**src/rtl/pbw_sram_pkg.sv**
```systemverilog
package pbw_sram_pkg;

  typedef enum logic [1:0] {
    ACC_IDLE  = 2'd0,
    ACC_READ  = 2'd1,
    ACC_WRITE = 2'd2
  } acc_kind_e;

  // all three selects in their active level
  function automatic logic chip_active(input logic s0_n, input logic s1, input logic s2_n);
    return !s0_n && s1 && !s2_n;
  endfunction

endpackage

```
**src/rtl/pbw_wr_decode.sv**
```systemverilog
module pbw_wr_decode #(
  parameter int LANES = 4
) (
  input  logic             wr_all_n,
  input  logic             wr_lane_en_n,
  input  logic [LANES-1:0] lane_wr_n,
  output logic [LANES-1:0] lane_req
);

  // whole-word strobe dominates; otherwise qualifier AND lane strobe
  for (genvar g = 0; g < LANES; g++) begin : g_lane
    assign lane_req[g] = !wr_all_n || (!wr_lane_en_n && !lane_wr_n[g]);
  end

endmodule

```
**src/rtl/pbw_access_ctrl.sv**
```systemverilog
module pbw_access_ctrl
  import pbw_sram_pkg::*;
#(
  parameter int ADDR_W = 6,
  parameter int LANES  = 4
) (
  input  logic              clk,
  input  logic              rst_n,
  input  logic              sleep,
  input  logic              sel0_n,
  input  logic              sel1,
  input  logic              sel2_n,
  input  logic [ADDR_W-1:0] addr,
  input  logic [LANES-1:0]  lane_req,
  output logic [LANES-1:0]  wr_mask,
  output logic              rd_fire,
  output logic [ADDR_W-1:0] rd_addr,
  output logic              drive
);

  logic              acc_ok;
  acc_kind_e         kind;
  logic              s1_rd;
  logic [ADDR_W-1:0] s1_addr;
  logic              drv_q;

  always_comb begin
    acc_ok = chip_active(sel0_n, sel1, sel2_n) && !sleep;
    if (!acc_ok)        kind = ACC_IDLE;
    else if (|lane_req) kind = ACC_WRITE;
    else                kind = ACC_READ;
  end

  // writes complete at the capture edge
  assign wr_mask = (kind == ACC_WRITE) ? lane_req : '0;

  // stage 1: address register; drive follows the pending read,
  // and any deselect or sleep at an edge clears it at that edge
  always_ff @(posedge clk or negedge rst_n) begin
    if (!rst_n) begin
      s1_rd   <= 1'b0;
      s1_addr <= '0;
      drv_q   <= 1'b0;
    end else begin
      s1_rd <= (kind == ACC_READ);
      if (kind == ACC_READ) s1_addr <= addr;
      drv_q <= acc_ok && s1_rd;
    end
  end

  assign rd_fire = s1_rd && acc_ok;
  assign rd_addr = s1_addr;
  assign drive   = drv_q;

  // read then a selected cycle gives drive
  p_read_drive_r4: assert property (@(posedge clk) disable iff (!rst_n)
    (kind == ACC_READ) ##1 acc_ok |=> drv_q);

  // deselect at an edge cuts drive after it
  p_desel_cut_r7: assert property (@(posedge clk) disable iff (!rst_n)
    !chip_active(sel0_n, sel1, sel2_n) |=> !drv_q);

  // from idle, drive cannot rise after a single edge
  p_select_late_r7: assert property (@(posedge clk) disable iff (!rst_n)
    (!s1_rd && !drv_q) |=> !drv_q);

  // sleep at an edge leaves nothing to drive
  p_sleep_quiet_r9: assert property (@(posedge clk) disable iff (!rst_n)
    sleep |=> (!drv_q && !s1_rd));

endmodule

```
**src/rtl/pbw_store.sv**
```systemverilog
module pbw_store #(
  parameter int ADDR_W = 6,
  parameter int LANES  = 4,
  parameter int LANE_W = 9
) (
  input  logic                    clk,
  input  logic                    rst_n,
  input  logic [LANES-1:0]        wr_mask,
  input  logic [ADDR_W-1:0]       wr_addr,
  input  logic [LANES*LANE_W-1:0] wr_data,
  input  logic                    rd_fire,
  input  logic [ADDR_W-1:0]       rd_addr,
  output logic [LANES*LANE_W-1:0] rd_data
);

  localparam int DEPTH = 1 << ADDR_W;

  for (genvar g = 0; g < LANES; g++) begin : g_lane
    logic [LANE_W-1:0] mem [DEPTH];
    logic [LANE_W-1:0] q_lane;

    always_ff @(posedge clk) begin
      if (wr_mask[g]) mem[wr_addr] <= wr_data[g*LANE_W +: LANE_W];
    end

    // stage 2: output register
    always_ff @(posedge clk) begin
      if (rd_fire) q_lane <= mem[rd_addr];
    end

    assign rd_data[g*LANE_W +: LANE_W] = q_lane;

    // an enabled lane holds the written slice afterwards
    p_lane_store_r3: assert property (@(posedge clk) disable iff (!rst_n)
      wr_mask[g] |=> (mem[$past(wr_addr)] == $past(wr_data[g*LANE_W +: LANE_W])));
  end

endmodule

```
**src/rtl/pipe_bw_sram.sv**
```systemverilog
module pipe_bw_sram #(
  parameter int ADDR_W = 6,
  parameter int LANES  = 4,
  parameter int BYTE_W = 8,
  parameter int PAR_W  = 1,
  localparam int LANE_W = BYTE_W + PAR_W,
  localparam int WORD_W = LANES * LANE_W
) (
  input  logic              clk,
  input  logic              rst_n,
  input  logic              sleep,
  input  logic              sel0_n,
  input  logic              sel1,
  input  logic              sel2_n,
  input  logic              oe_n,
  input  logic [ADDR_W-1:0] addr,
  input  logic              wr_all_n,
  input  logic              wr_lane_en_n,
  input  logic [LANES-1:0]  lane_wr_n,
  input  logic [WORD_W-1:0] din,
  output logic [WORD_W-1:0] dout,
  output logic              dout_en
);

  logic [LANES-1:0]  lane_req;
  logic [LANES-1:0]  wr_mask;
  logic              rd_fire;
  logic [ADDR_W-1:0] rd_addr;
  logic              drive;

  pbw_wr_decode #(.LANES(LANES)) u_dec (
    .wr_all_n     (wr_all_n),
    .wr_lane_en_n (wr_lane_en_n),
    .lane_wr_n    (lane_wr_n),
    .lane_req     (lane_req)
  );

  pbw_access_ctrl #(.ADDR_W(ADDR_W), .LANES(LANES)) u_ctrl (
    .clk      (clk),
    .rst_n    (rst_n),
    .sleep    (sleep),
    .sel0_n   (sel0_n),
    .sel1     (sel1),
    .sel2_n   (sel2_n),
    .addr     (addr),
    .lane_req (lane_req),
    .wr_mask  (wr_mask),
    .rd_fire  (rd_fire),
    .rd_addr  (rd_addr),
    .drive    (drive)
  );

  pbw_store #(.ADDR_W(ADDR_W), .LANES(LANES), .LANE_W(LANE_W)) u_store (
    .clk     (clk),
    .rst_n   (rst_n),
    .wr_mask (wr_mask),
    .wr_addr (addr),
    .wr_data (din),
    .rd_fire (rd_fire),
    .rd_addr (rd_addr),
    .rd_data (dout)
  );

  // asynchronous gating of the pad stand-in
  assign dout_en = drive && !oe_n && !sleep;

  // a deselected cycle never reaches the array
  p_desel_nowrite_r6: assert property (@(posedge clk) disable iff (!rst_n)
    (sel0_n || !sel1 || sel2_n) |-> (wr_mask == '0));

endmodule

```
**config.mk**
```make
export PLATFORM = sky130hd
export DESIGN_NAME = pipe_bw_sram
export DESIGN_NICKNAME = d
export VERILOG_FILES = /design/src/rtl/pbw_sram_pkg.sv /design/src/rtl/pbw_wr_decode.sv /design/src/rtl/pbw_access_ctrl.sv /design/src/rtl/pbw_store.sv /design/src/rtl/pipe_bw_sram.sv
export SDC_FILE = /design/constraint.sdc
export NUM_CORES = 2
export LEC_CHECK = 0
export CAP_MARGIN = 25
export CORE_MARGIN = 10
export CORE_UTILIZATION = 45
export CTS_CLUSTER_DIAMETER = 60
export CTS_CLUSTER_SIZE = 30
export DETAILED_ROUTE_END_ITERATION = 7
export GPL_ROUTABILITY_DRIVEN = 1
export PLACE_DENSITY = 0.68
export REMOVE_ABC_BUFFERS = 1
export SLEW_MARGIN = 20
export SYNTH_ARGS = -nofsm -noshare
export SYNTH_HDL_FRONTEND = slang
export SYNTH_SLANG_ARGS = --single-unit
```
**constraint.sdc**
```tcl
create_clock -name clk -period 2.9 [get_ports clk]
set_input_delay 0.29 -clock clk [delete_from_list [all_inputs] [get_ports clk]]
set_output_delay 0.29 -clock clk [all_outputs]
set_load 0.01 [all_outputs]
```
Word-level counts from Yosys, hierarchy flattened:

Memories as Yosys holds them, arrays and structs flattened. A register that Yosys moved wholly into a read port is not among the register bits.
Index checks and enable logic that the tools add are counted.

* reductions and logical operators: 25
* equality and inequality tests: 2
* mux-type cells: 11

Operator list (number)
* $logic_and A1 B1 Y1: 10
* $logic_not A1 Y1: 10
* $mux W1: 8
* $logic_or A1 B1 Y1: 4
* $mux W2: 2
* $mux W4: 1
* $reduce_or A4 Y1: 1
* $eq A2 B1 Y1 const B: 1
* $eq A2 B2 Y1 const B: 1

* bits in writable memories: 2304
* logic and storage cells: 45
* output and inout port bits: 37
* memories kept: 4
* register bits: 8

Memory list
* u_store.g_lane[0].mem: depth 64, width 9, read ports 1, clocked after Yosys merged registers in 1, write ports 1, line pbw_store.sv:19 `logic [LANE_W-1:0] mem [DEPTH];`
* u_store.g_lane[1].mem: depth 64, width 9, read ports 1, clocked after Yosys merged registers in 1, write ports 1, line pbw_store.sv:19
* u_store.g_lane[2].mem: depth 64, width 9, read ports 1, clocked after Yosys merged registers in 1, write ports 1, line pbw_store.sv:19
* u_store.g_lane[3].mem: depth 64, width 9, read ports 1, clocked after Yosys merged registers in 1, write ports 1, line pbw_store.sv:19

Depth between registers and ports, before layout:

* word-level depth: 10
* mapped depth: 9
* depth with buffers taken out: 5

Hierarchy:

Synthesis repeated with hierarchy kept, for this count alone.

* cell total of the unflattened synthesis: 4080
* area total of the unflattened synthesis: 90460.5 µm²

Modules (own cells, without submodules)
* pbw_store: cells an instance 4052, sequential area each 70267.4 µm², times used 1, area each 90071.4 µm²
* pbw_access_ctrl: cells an instance 23, sequential area each 200.2 µm², times used 1, area each 356.6 µm²
* pbw_wr_decode: cells an instance 4, sequential area each 0.0 µm², times used 1, area each 20.0 µm²
* pipe_bw_sram: cells an instance 1, sequential area each 0.0 µm², times used 1, area each 12.5 µm²

Least setup slack after synthesis:

No wires, ideal clock.

* path kind: reg-to-reg
* from: reg u_ctrl.s1_addr[0], in the netlist u_ctrl.rd_addr[0]
* to: reg u_store.g_lane[2].q_lane[6] (read register of u_store.g_lane[2].mem) (data pin)
* required time: 2.638 ns
* stages on the path, launching flop included: 8
* setup slack: 0.483 ns
* setup time: 0.262 ns
* clock period less this slack: 2.417 ns
* data arrival time: 2.155 ns
* buffers on the path: 3
* cells stage by stage: dfrtp_1 buf_6 buf_2 buf_2 mux4_2 mux4_2 nand2_1 nand3_1

RTL lines
* from (decl): line pbw_access_ctrl.sv:24 `logic [ADDR_W-1:0] s1_addr;`
* from (signal assigned): line pbw_access_ctrl.sv:46 `if (kind == ACC_READ) s1_addr <= addr;`
* to (decl): line pbw_store.sv:20 `logic [LANE_W-1:0] q_lane;`

==> summary.log <==
INFO  global_route   grt_antenna_before_repair=9
INFO  detailed_routing antenna_left=0
INFO  critical_path  crit_path_start_kind=flip-flop
INFO  clock_network  clock_path_buffers=3
INFO  critical_path  cp.required=3.45ns
INFO  critical_path  crit_path_max_fanout=18
INFO  layout         multi_input_comb_area=19020um2
INFO  min_path       hold_class=in -> reg
INFO  yosys          synth_top_area_cell=sky130_fd_sc_hd__edfxtp_1
INFO  clock_network  clk_latency=0.83ns
INFO  global_route   grt_usage=20.97%
INFO  die            core.rowCount=164
INFO  detailed_routing routed_wl=232300um
INFO  global_route   grt_overflow_total=0
INFO  global_route   grt_start_max_net_pins=65
INFO  yosys          average_cell_area_after_synthesis=22.34um2
INFO  job            maxCapViolCount=0
INFO  sta            rsz0062_at_grt=true
INFO  sta            post-route-min-period=2.834ns
INFO  detailed_routing avgViaCountPerCell=6.109
INFO  global_route   global_route_wire_length_before_repair=331600um
INFO  power_and_ir_drop worst_ir_drop_vdd=0.7011mV
INFO  status         run_status=completed
INFO  sta            final.hold.worst_slack=0.006934ns
INFO  critical_path  critical_path_arrival=3.39ns
INFO  yosys          ys_async_sr_fraction=0.3407%
INFO  layout         final_net_count=4628
INFO  die            dieWidth=468.7um
INFO  detailed_routing detail_route.iter0.violations=6532
INFO  sta            report.final.setup_viol=0
INFO  sta            setup_tns=0ns
INFO  clock_network  cts.sink_count=2348
INFO  clock_network  cts_tree=yes
INFO  clock_network  post-cts-setup-buffers=0
INFO  die            die-area=219700um2
INFO  yosys          post_synth_inst_count=4056
INFO  sta            final.setup_skew=0.05327ns
INFO  critical_path  path_class=reg -> reg
INFO  detailed_routing dr.pass1.iters=6
INFO  die            design.portCount=92
INFO  layout         drive_above_1_share=30.80%
INFO  place          placed_cells=7080
INFO  detailed_routing detail_route.wl_per_cell=31.65um
INFO  yosys          synth_enable_flop_cells=2340
INFO  place          place_congestion=0.9198
INFO  layout         finish.cell_count_without_fillers=7340
INFO  yosys          yosys_register_bits=2348
INFO  die            start_util=45.29%
INFO  sta            max_slew.worst_pin.slew=0.9885ns
INFO  layout         fillers=15299
INFO  detailed_routing route.vias.total=44842
INFO  yosys          synth.cell_area=90610um2
INFO  global_route   grt_pass1_vias=44274
INFO  detailed_routing detail_route.drc_violations=0
INFO  power_and_ir_drop report.power.total=70.00mW
INFO  yosys          post_synth_num_cell_types=40
INFO  die            core=200100um2
INFO  sta            period_share=97.71%
INFO  sta            highest_clock_rate=0.3529GHz
INFO  power_and_ir_drop power.static_leakage=31.65nW
INFO  yosys          post-synth-top-area-fraction=77.55%
INFO  place          placement.io_buffers=91
INFO  yosys          top_area_cells_in_the_synthesized_netlist=sky130_fd_sc_hd__edfxtp_1 (78%), sky130_fd_sc_hd__mux4_2 (15%), sky130_fd_sc_hd__mux2i_1 (1.3%)
INFO  yosys          synthesis.yosys.warnings=0
INFO  sta            timing_hold_violations_final=0
INFO  yosys          synth.top_cells.by_count=sky130_fd_sc_hd__edfxtp_1 (2340), sky130_fd_sc_hd__mux4_2 (602), sky130_fd_sc_hd__nor2_1 (266), sky130_fd_sc_hd__nand2_1 (115), sky130_fd_sc_hd__mux2i_1 (114)
INFO  clock_network  numCtsBuffers=134
INFO  die            die_h=468.7um
INFO  clock_network  ctsHtreeMaxLevel=4
INFO  yosys          post-synth-top-count-cell=sky130_fd_sc_hd__edfxtp_1
INFO  yosys          most_instantiated_flip_flop_cell_in_the_synthesis_netlist=sky130_fd_sc_hd__edfxtp_1
INFO  clock_network  clk_root_buffer_cell=sky130_fd_sc_hd__clkbuf_16
INFO  sta            drv_slew=0
INFO  place          dpl.hpwl=151500um
INFO  layout         synthToLayoutAreaGrowth=13.69%
INFO  power_and_ir_drop power_density=679.6nW/um2
INFO  critical_path  critical_path.endpoint_type=flip-flop
INFO  sta            worst_slew_margin_rel=34.10%
INFO  clock_network  clk_pin_slew=0.11ns
INFO  layout         final-seq-area=70490um2
INFO  yosys          synth_sequential_area_ratio=77.77%
[area by class of cell]
cell class | count | area share (%)
Antenna cell | 6 | 0.01458
Clock buffer | 153 | 3.469
Clock inverter | 88 | 1.097
Inverter | 1 | 0.003644
Multi-Input combinational cell | 1472 | 18.46
Sequential cell | 2348 | 68.43
Tap cell | 2656 | 3.226
Timing Repair Buffer | 616 | 5.302
[worst paths after layout]
kind                                         from                           end  slack [ns]  cells past startpoint
worst min-delay path                       din[6]  u_store.g_lane[0].mem[63][6]       0.007                      1
worst min register to register       u_ctrl.s1_rd                  u_ctrl.drive        0.52                      1
max in group asynchronous                   rst_n             u_ctrl.rd_addr[3]        2.14                      2
worst max register to register  u_ctrl.rd_addr[0]   u_store.g_lane[1].q_lane[8]        0.07                      7
worst max-delay path            u_ctrl.rd_addr[0]   u_store.g_lane[1].q_lane[8]        0.07                      7
min in group asynchronous                   rst_n             u_ctrl.rd_addr[2]        0.35                      2
[stage by stage]
step / setup slack [ns] / area [um2] / utilization (%)
2_1_floorplan: -21.89 / 89400 / -
5_1_grt: -0.002942 / 103000 / 51.48
6_report: 0.06638 / 103000 / 51.49
4_1_cts: 0.02008 / 102900 / 51.44
3_3_place_gp: 0.04291 / 97940 / 48.95
3_5_place_dp: 0.03923 / 98080 / 49.02
[cell families (layout without fill, tap and decap cells)]
group	Yosys count	after routing	share of synthesized area, %
AO/OA/AOI/OAI	207	207	1.761
other	0	6	0
flip-flops	2348	2348	77.77
multiplexers	760	760	16.77
AND/OR/NAND/NOR	505	505	2.364
buffers and inverters	236	858	1.334
[metal layers]
layer,track usage [%],vias to the layer above,part of all wire (%)
met4,5.606,4,2.8
met1,29.56,23973,39
met5,0,-,0.012
li1,-,18048,-
met2,32.93,2475,47
met3,5.149,342,11
[where the power goes]
part	total [mW]	switching, mW	leakage, nW	internal (mW)
Sequential	37.5	0.123	21.1	37.4
Combinational	10.6	5.71	8.27	4.88
Clock	21.9	11.7	2.27	10.3
Total	70.0	17.5	31.7	52.5
[worst max-delay path: stages (launching register included)]
cell and delay, ns:
sky130_fd_sc_hd__dfrtp_4 0.49, sky130_fd_sc_hd__buf_12 0.18, sky130_fd_sc_hd__buf_12 0.17, sky130_fd_sc_hd__buf_12 0.20
sky130_fd_sc_hd__mux4_2 0.57, sky130_fd_sc_hd__mux4_2 0.47, sky130_fd_sc_hd__o22ai_1 0.33, sky130_fd_sc_hd__o22ai_1 0.14
[timing repair]
item	4_1_cts	5_1_grt
endpoints found under the hold margin	258	0
hold buffers	13	0
endpoints found under the setup margin	0	3
gates resized for setup	0	6
[placed cells by master (no fill, tap or decap), drive strengths merged, types with 9 or more instances in the layout]
| cell type | count |
|---|---|
| bufinv | 9 |
| clkinv | 31 |
| a22o | 20 |
| a211oi | 10 |
| a221oi | 15 |
| clkdlybuf4s50 | 55 |
| inv | 41 |
| o21ai | 13 |
| edfxtp | 2340 |
| dlygate4sd3 | 13 |
| nor2b | 15 |
| a221o | 9 |
| a211o | 13 |
| mux2 | 44 |
| nand2b | 15 |
| clkbuf | 153 |
| buf | 548 |
| mux2i | 114 |
| nand2 | 115 |
| o22ai | 15 |
| nand3 | 34 |
| a22oi | 56 |
| nor3 | 34 |
| and3 | 9 |
| mux4 | 602 |
| nor2 | 266 |
| a21oi | 16 |
[sequential cells by signal, summed over array words and instances, names as in the netlist]
| name | count |
|---|---|
| u_store.g_lane.mem | 2304 |
| u_ctrl.rd_addr | 6 |
| u_store.g_lane.q_lane | 36 |
| u_ctrl.drive | 1 |
| u_ctrl.s1_rd | 1 |
No activity file was read; power rests on OpenSTA's default activity.
